--- src/rtl/pbrst_pkg.sv ---
package pbrst_pkg;

   // Three-level setup time code; both upper codes select the longest time.
   typedef enum logic [1:0] {
      HSEL_SHORT    = 2'b00,
      HSEL_MID      = 2'b01,
      HSEL_LONG     = 2'b10,
      HSEL_LONG_ALT = 2'b11
   } hsel_e;

   function automatic int unsigned max3(input int unsigned a, input int unsigned b,
                                        input int unsigned c);
      int unsigned m;
      m = (a > b) ? a : b;
      return (m > c) ? m : c;
   endfunction

   function automatic int unsigned cwidth(input int unsigned maxval);
      return (maxval < 2) ? 1 : $clog2(maxval + 1);
   endfunction

endpackage

--- src/rtl/pbrst_sync.sv ---
module pbrst_sync #(
   parameter int unsigned WIDTH = 2,
   parameter logic [WIDTH-1:0] RST_VAL = '0
) (
   input  logic             clk,
   input  logic             rst_n,
   input  logic [WIDTH-1:0] d,
   output logic [WIDTH-1:0] q
);

   generate
      for (genvar b = 0; b < WIDTH; b++) begin : g_bit
         logic meta_q;
         logic stab_q;
         always_ff @(posedge clk or negedge rst_n) begin
            if (!rst_n) begin
               meta_q <= RST_VAL[b];
               stab_q <= RST_VAL[b];
            end else begin
               meta_q <= d[b];
               stab_q <= meta_q;
            end
         end
         assign q[b] = stab_q;
      end
   endgenerate

endmodule

--- src/rtl/pbrst_tick.sv ---
module pbrst_tick #(
   parameter int unsigned DIV = 1000
) (
   input  logic clk,
   input  logic rst_n,
   output logic tick
);

   localparam int unsigned TW = pbrst_pkg::cwidth(DIV - 1);

   logic [TW-1:0] div_q;

   generate
      if (DIV < 1) begin : g_bad_div
         $error("pbrst_tick: DIV must be at least 1");
      end
   endgenerate

   assign tick = (div_q == TW'(DIV - 1));

   always_ff @(posedge clk or negedge rst_n) begin
      if (!rst_n)    div_q <= '0;
      else if (tick) div_q <= '0;
      else           div_q <= div_q + TW'(1);
   end

endmodule

--- src/rtl/pbrst_hold.sv ---
module pbrst_hold #(
   parameter int unsigned SHORT_TICKS = 2000,
   parameter int unsigned MID_TICKS   = 6000,
   parameter int unsigned LONG_TICKS  = 10000
) (
   input  logic       clk,
   input  logic       rst_n,
   input  logic       tick,
   input  logic       press_n,
   input  logic [1:0] sel,
   output logic       req
);
   import pbrst_pkg::*;

   localparam int unsigned LMAX = max3(SHORT_TICKS, MID_TICKS, LONG_TICKS);
   localparam int unsigned CW   = cwidth(LMAX);

   generate
      if (SHORT_TICKS < 2 || MID_TICKS < 2 || LONG_TICKS < 2) begin : g_bad_len
         $error("pbrst_hold: every setup time must be at least 2 ticks");
      end
   endgenerate

   logic          pressed;
   logic          fired;
   logic          at_limit;
   logic [CW-1:0] cnt;
   logic [CW-1:0] limit;

   assign pressed = ~press_n;

   always_comb begin
      case (hsel_e'(sel))
         HSEL_SHORT: limit = CW'(SHORT_TICKS);
         HSEL_MID:   limit = CW'(MID_TICKS);
         default:    limit = CW'(LONG_TICKS);
      endcase
   end

   // >= keeps a select change during a closure from stalling the count
   assign at_limit = (cnt >= limit - CW'(1));
   assign req      = pressed && tick && !fired && at_limit;

   always_ff @(posedge clk or negedge rst_n) begin
      if (!rst_n) begin
         cnt   <= '0;
         fired <= 1'b0;
      end else if (!pressed) begin
         cnt   <= '0;
         fired <= 1'b0;
      end else if (tick && !fired) begin
         if (at_limit) begin
            fired <= 1'b1;
            cnt   <= '0;
         end else begin
            cnt <= cnt + CW'(1);
         end
      end
   end

   assert_press_precedes_fire_R1: assert property (@(posedge clk) disable iff (!rst_n)
      req |-> $past(pressed));

   assert_single_fire_R3: assert property (@(posedge clk) disable iff (!rst_n)
      $past(req) |-> !req);

endmodule

--- src/rtl/pbrst_edge.sv ---
module pbrst_edge #(
   parameter int unsigned DEB_TICKS = 240
) (
   input  logic clk,
   input  logic rst_n,
   input  logic tick,
   input  logic lvl,
   output logic req
);
   import pbrst_pkg::*;

   localparam int unsigned DW = cwidth(DEB_TICKS);

   generate
      if (DEB_TICKS < 1) begin : g_bad_deb
         $error("pbrst_edge: blanking window must be at least 1 tick");
      end
   endgenerate

   logic          lvl_q;
   logic          armed;
   logic          rise;
   logic          fall;
   logic [DW-1:0] dcnt;

   assign rise = lvl & ~lvl_q;
   assign fall = ~lvl & lvl_q;
   assign req  = rise && (dcnt == '0);

   always_ff @(posedge clk or negedge rst_n) begin
      if (!rst_n) begin
         lvl_q <= 1'b0;
         armed <= 1'b0;
         dcnt  <= '0;
      end else begin
         lvl_q <= lvl;
         if (fall && armed)            dcnt <= DW'(DEB_TICKS);
         else if (dcnt != '0 && tick)  dcnt <= dcnt - DW'(1);
         if (req)       armed <= 1'b1;
         else if (fall) armed <= 1'b0;
      end
   end

   assert_window_opens_R5: assert property (@(posedge clk) disable iff (!rst_n)
      (fall && armed) |=> (dcnt == DW'(DEB_TICKS)));

   assert_window_drains_R6: assert property (@(posedge clk) disable iff (!rst_n)
      (!(fall && armed) && dcnt != '0 && tick) |=> (dcnt == $past(dcnt) - DW'(1)));

   assert_ignored_rise_no_arm_R5: assert property (@(posedge clk) disable iff (!rst_n)
      (rise && dcnt != '0 && !armed) |=> !armed);

endmodule

--- src/rtl/pbrst_pulse.sv ---
module pbrst_pulse #(
   parameter int unsigned TICKS = 140
) (
   input  logic clk,
   input  logic rst_n,
   input  logic tick,
   input  logic start,
   output logic active
);
   import pbrst_pkg::*;

   localparam int unsigned PW = cwidth(TICKS);

   generate
      if (TICKS < 1) begin : g_bad_len
         $error("pbrst_pulse: pulse must be at least 1 tick");
      end
   endgenerate

   logic [PW-1:0] cnt;

   assign active = (cnt != '0);

   always_ff @(posedge clk or negedge rst_n) begin
      if (!rst_n)                   cnt <= '0;
      else if (start)               cnt <= PW'(TICKS);
      else if (cnt != '0 && tick)   cnt <= cnt - PW'(1);
   end

   assert_reload_R8: assert property (@(posedge clk) disable iff (!rst_n)
      start |=> (cnt == PW'(TICKS)));

   assert_countdown_R7: assert property (@(posedge clk) disable iff (!rst_n)
      (!start && cnt != '0 && tick) |=> (cnt == $past(cnt) - PW'(1)));

   assert_idle_hold_R7: assert property (@(posedge clk) disable iff (!rst_n)
      (!start && !tick) |=> $stable(cnt));

endmodule

--- src/rtl/pbrst_ctrl.sv ---
module pbrst_ctrl #(
   parameter int unsigned TICK_DIV          = 1000,
   parameter int unsigned HOLD_SHORT_TICKS  = 2000,
   parameter int unsigned HOLD_MID_TICKS    = 6000,
   parameter int unsigned HOLD_LONG_TICKS   = 10000,
   parameter int unsigned DEBOUNCE_TICKS    = 240,
   parameter int unsigned PULSE_SHORT_TICKS = 140,
   parameter int unsigned PULSE_LONG_TICKS  = 240,
   parameter bit          PULSE_USE_LONG    = 1'b0
) (
   input  logic       clk,
   input  logic       rst_n,
   input  logic       hold_n,
   input  logic       edge_in,
   input  logic [1:0] hold_sel,
   output logic       rst_drive
);

   logic       tick;
   logic [1:0] sync_q;
   logic       hold_req;
   logic       edge_req;
   logic       any_req;

   pbrst_tick #(.DIV(TICK_DIV)) u_tick (
      .clk  (clk),
      .rst_n(rst_n),
      .tick (tick)
   );

   // bit 0: long-press line (idle high), bit 1: edge line (idle low)
   pbrst_sync #(.WIDTH(2), .RST_VAL(2'b01)) u_sync (
      .clk  (clk),
      .rst_n(rst_n),
      .d    ({edge_in, hold_n}),
      .q    (sync_q)
   );

   pbrst_hold #(
      .SHORT_TICKS(HOLD_SHORT_TICKS),
      .MID_TICKS  (HOLD_MID_TICKS),
      .LONG_TICKS (HOLD_LONG_TICKS)
   ) u_hold (
      .clk    (clk),
      .rst_n  (rst_n),
      .tick   (tick),
      .press_n(sync_q[0]),
      .sel    (hold_sel),
      .req    (hold_req)
   );

   pbrst_edge #(.DEB_TICKS(DEBOUNCE_TICKS)) u_edge (
      .clk  (clk),
      .rst_n(rst_n),
      .tick (tick),
      .lvl  (sync_q[1]),
      .req  (edge_req)
   );

   assign any_req = hold_req | edge_req;

   generate
      if (PULSE_USE_LONG) begin : g_pulse_long
         pbrst_pulse #(.TICKS(PULSE_LONG_TICKS)) u_pulse (
            .clk   (clk),
            .rst_n (rst_n),
            .tick  (tick),
            .start (any_req),
            .active(rst_drive)
         );
      end else begin : g_pulse_short
         pbrst_pulse #(.TICKS(PULSE_SHORT_TICKS)) u_pulse (
            .clk   (clk),
            .rst_n (rst_n),
            .tick  (tick),
            .start (any_req),
            .active(rst_drive)
         );
      end
   endgenerate

   assert_trigger_drives_R4: assert property (@(posedge clk) disable iff (!rst_n)
      any_req |=> rst_drive);

   assert_reset_quiet_R9: assert property (@(posedge clk)
      !rst_n |-> !rst_drive);

endmodule

--- config.mk ---
export PLATFORM = sky130hd
export DESIGN_NAME = pbrst_ctrl
export DESIGN_NICKNAME = d
export VERILOG_FILES = /design/src/rtl/pbrst_pkg.sv /design/src/rtl/pbrst_sync.sv /design/src/rtl/pbrst_tick.sv /design/src/rtl/pbrst_hold.sv /design/src/rtl/pbrst_edge.sv /design/src/rtl/pbrst_pulse.sv /design/src/rtl/pbrst_ctrl.sv
export SDC_FILE = /design/constraint.sdc
export NUM_CORES = 1
export LEC_CHECK = 0
export BUFFER_PORTS_ARGS = -buffer_cell sky130_fd_sc_hd__buf_4
export CAP_MARGIN = 20
export CORE_MARGIN = 1
export CORE_UTILIZATION = 35
export CTS_BUF_LIST = sky130_fd_sc_hd__clkbuf_2 sky130_fd_sc_hd__clkbuf_4 sky130_fd_sc_hd__clkbuf_8
export CTS_CLUSTER_SIZE = 16
export DETAILED_ROUTE_END_ITERATION = 8
export PLACE_DENSITY_LB_ADDON = 0.25
export SYNTH_ARGS = -nofsm -noshare
export SYNTH_HDL_FRONTEND = slang
export SYNTH_SLANG_ARGS = --single-unit
--- constraint.sdc ---
create_clock -name clk -period 2.5 [get_ports clk]
set_input_delay 0.5 -clock clk [delete_from_list [all_inputs] [get_ports clk]]
set_output_delay 0.5 -clock clk [all_outputs]
set_load 0.02 [all_outputs]
==> reports/qor.csv <==
stage,metric,value,unit
outcome,status,"complete, no violations",
placement,Setup WS pre-CTS,0.0974,ns
cts,number of CTS-inserted buffers,5,
grt,largest net degree at the start of global routing,48,
logic_synthesis,simple-gate share of the synthesized area,28.4,%
power,maximum ir drop on the vdd rail,0.219,mV
logic_synthesis,main combinational cell family by area after synthesis,simple AND/OR/NAND/NOR gates,
cells_and_area,number of nets in the layout,302,
worst_setup_path,data arrival time of the critical path,2.24,ns
sta,count of final setup violators,0,
floorplan,vertical die dimension,88.0,um
power,leakage,1.14,nW
detailed_routing,post-DR wirelength/cell,12.6,um
floorplan,io pins,7,
cts,H-tree Lvls,2,
logic_synthesis,"arithmetic-cell share of the synthesized area counting full adders, half adders and majority gates",4.35,%
logic_synthesis,"FFs w/ async S/R, synth",100,%
cts,TritonCTS clock tree,done,
sta,Fmax,485,MHz
logic_synthesis,"flops & latches, synth",47,
cells_and_area,antenna diode instance count,0,
logic_synthesis,share of synthesized area spent on multiplexers,0,%
grt,initial antenna violation count,0,
cts,clock transition at the registers of the reported paths,0.08,ns
cells_and_area,footprint of the multi-input gates,0.00132,mm2
hold_path,Min-Delay Path Class,in2async,
logic_synthesis,xor-xnor portion of the synthesized cell area,6.76,%
logic_synthesis,syn avg cell area,9.32,um2
cts,count of hold buffers inserted by post-cts repair,0,
worst_setup_path,critical setup path kind,in2reg,
cells_and_area,layout cells sized above 1,11.1,%
sta,setup ws final,0.437,ns
sta,transition time of the tightest slew-check pin,0.619,ns
logic_synthesis,number of enable-type register cells in the synthesized netlist,0,
placement,Port Buf Inserts,6,
cts,maximum root-to-sink buffer count,2,
cells_and_area,post-synthesis to final-layout area growth,9.37,%
floorplan,chip width,88.0,um
cts,number of buffers inserted to repair setup after CTS,0,
cts,CTS-repair resized insts,0,
sta,setup total negative slack,0,ns
sta,final hold violation count,0,
cells_and_area,FF+latch area,0.00118,mm2
cts,clk_lat worst skew,0.30,ns
sta,Slew Limit Fails,0,
logic_synthesis,area fraction in compound gates after synthesis,11.3,%
placement,placer congestion estimate,0.770,
cells_and_area,number of fill cells in the layout,737,
detailed_routing,number of remaining DRC errors,0,
floorplan,core region area,0.00721,mm2
floorplan,effective utilization at floorplan,35.9,%
worst_setup_path,worst endpoint required time,2.68,ns
worst_setup_path,maximum fanout count along the critical path,11,
floorplan,Die Footprint,0.00775,mm2
detailed_routing,Detail Route Antenna Nets,0,
detailed_routing,via count,1984,
grt,GR Util All Layers,14.3,%
detailed_routing,Via-to-Cell Ratio,5.14,
sta,minimum clock period,2.06,ns
logic_synthesis,library cells used by synthesis,49,
worst_setup_path,minimum setup slack among reg-to-reg paths,0.50,ns
placement,DPL Wire Length,3380,um
detailed_routing,1st-pass router iterations,4,
sta,RSZ-0062 raised after global routing,false,
logic_synthesis,net count after synthesis,293,
worst_setup_path,type of origin of the critical path,primary input,
cts,CTS Root Cell,sky130_fd_sc_hd__clkbuf_8,
run,max cap viols,0,
grt,number of global-route vias before repair,1869,
logic_synthesis,post-synthesis cell area,0.00259,mm2
sta,clock skew,0.00817,ns
detailed_routing,Detailed Route Iter0 Violations,87,
logic_synthesis,portion of the post-synthesis area used by sequential elements,45.5,%
worst_setup_path,crit end category,flip-flop,
logic_synthesis,leading register cell type out of synthesis,sky130_fd_sc_hd__dfrtp_1,
power,Cell Pwr Density,528,mW/mm2
sta,relative max-transition margin,58.6,%
cts,total number of clock tree sinks,47,
logic_synthesis,Post-Syn Instances,278,
detailed_routing,final wirelength,4860,um
logic_synthesis,Synth warnings,0,
grt,wire length of the first global-routing pass,8680,um
grt,final global-route overflow total,0,
sta,"Period Utilization, post-route",82.5,%
floorplan,number of standard-cell rows in the floorplan,31,
==> worst paths after layout <==
kind,start,end,cells past startpoint
worst max-delay path,hold_sel[0],g_pulse_short.u_pulse.cnt[5]$_DFFE_PN0P_,9
worst min-delay path,rst_n,u_tick.div_q[8]$_DFF_PN0_,1
worst max register to register,u_tick.div_q[0]$_DFF_PN0_,u_hold.cnt[4]$_DFFE_PN0P_,7
worst min register to register,u_sync.g_bit[1].meta_q$_DFF_PN0_,u_sync.g_bit[1].stab_q$_DFF_PN0_,0
max in group asynchronous,rst_n,u_edge.dcnt[0]$_DFFE_PN0P_,1
min in group clk,edge_in,u_sync.g_bit[1].meta_q$_DFF_PN0_,1
==> cell usage after synthesis, drive strengths merged (2+ instances only) <==
library cell	instances	area, um2
dfstp	2	52.6
nand4b	4	35.0
a211oi	4	35.0
and2	3	18.8
xor2	15	131
buf	8	55.1
dfrtp	45	1130
nand3b	5	50.1
o31ai	2	28.8
nor3	7	40.0
xnor2	5	43.8
clkbuf	3	11.3
nand2	33	124
nand3	31	155
and3	4	25.0
o21ai	7	35.0
nand4	8	50.1
nor2	30	113
inv	8	30.0
a31oi	7	43.8
nand2b	2	12.5
or2	3	18.8
nor4	4	31.3
a21oi	14	73.8
ha	9	113
==> cell families after synthesis <==
group / count (synthesis)
DFF: 47
xor gates and xnor gates: 20
AOI/OAI and AO/OA: 42
and+or+nand+nor: 141
buffers and inverters: 19
adders and majority gates: 9
==> per-layer routing <==
layer | GRT usage, % | wire (um) | vias to the layer above
met5 | 0 | 0 | -
met4 | 4.84 | 77 | 0
met3 | 2.83 | 142 | 6
met2 | 22.8 | 2190 | 22
met1 | 19.3 | 2450 | 951
li1 | - | - | 1005
==> flip-flops by register name, indices dropped and copies added (netlist names) <==
name and flops:
u_edge.lvl_q 1, g_pulse_short.u_pulse.cnt 8, u_edge.dcnt 8, u_hold.fired 1, u_sync.g_bit.meta_q 2, u_hold.cnt 14, u_tick.div_q 10, u_sync.g_bit.stab_q 2
u_edge.armed 1
==> layout make-up <==
| type | count | area share, % |
|---|---|---|
| sequential | 47 | 41.6 |
| multi-input combinational | 212 | 46.4 |
| clock buffer | 6 | 2.91 |
| tap | 99 | 4.37 |
| inverter | 8 | 1.06 |
| timing repair buffer | 13 | 3.44 |
| clock inverter | 1 | 0.177 |
==> through the flow <==
stage	cell area (um2)	hold WS (ns)	total power, mW	std cells	utilization, %
after floorplan	2590	0.204	0.989	278	-
after global placement	2750	0.333	1.04	379	38.1
after detailed placement	2750	0.335	1.04	379	38.1
after CTS	2830	0.235	1.52	386	39.3
after global routing	2830	0.256	1.58	386	39.3
final	2830	0.198	1.49	386	39.3
==> critical path: stages <==
cell,delay [ns]
sky130_fd_sc_hd__buf_4,0.11
sky130_fd_sc_hd__or2_2,0.28
sky130_fd_sc_hd__ha_1,0.29
sky130_fd_sc_hd__o211ai_1,0.10
sky130_fd_sc_hd__a211oi_2,0.28
sky130_fd_sc_hd__a21oi_2,0.09
sky130_fd_sc_hd__buf_4,0.18
sky130_fd_sc_hd__o31ai_4,0.30
sky130_fd_sc_hd__nor2_1,0.10
==> layout by cell type (no fill, tap or decap), types with 6 or more instances in the layout <==
master                     Yosys  layout
sky130_fd_sc_hd__nor3_1        6       6
sky130_fd_sc_hd__clkbuf_8      0       6
sky130_fd_sc_hd__a31oi_1       7       7
sky130_fd_sc_hd__nand2_1      33      33
sky130_fd_sc_hd__nor2_1       30      30
sky130_fd_sc_hd__a21oi_1      13      13
sky130_fd_sc_hd__dfrtp_1      45      45
sky130_fd_sc_hd__buf_4         1      13
sky130_fd_sc_hd__ha_1          9       9
sky130_fd_sc_hd__nand3_1      31      31
sky130_fd_sc_hd__xor2_1       15      15
sky130_fd_sc_hd__nand4_1       8       8
sky130_fd_sc_hd__inv_1         8       8
sky130_fd_sc_hd__o21ai_0       7       7
==> where the power goes <==
group          switching (mW)  leakage (nW)  total (mW)  internal (mW)
logic                  0.0896         0.496       0.158         0.0685
registers              0.0613         0.596       0.868          0.807
clock network           0.251        0.0470       0.469          0.217
(Power assumes the default switching activity.)
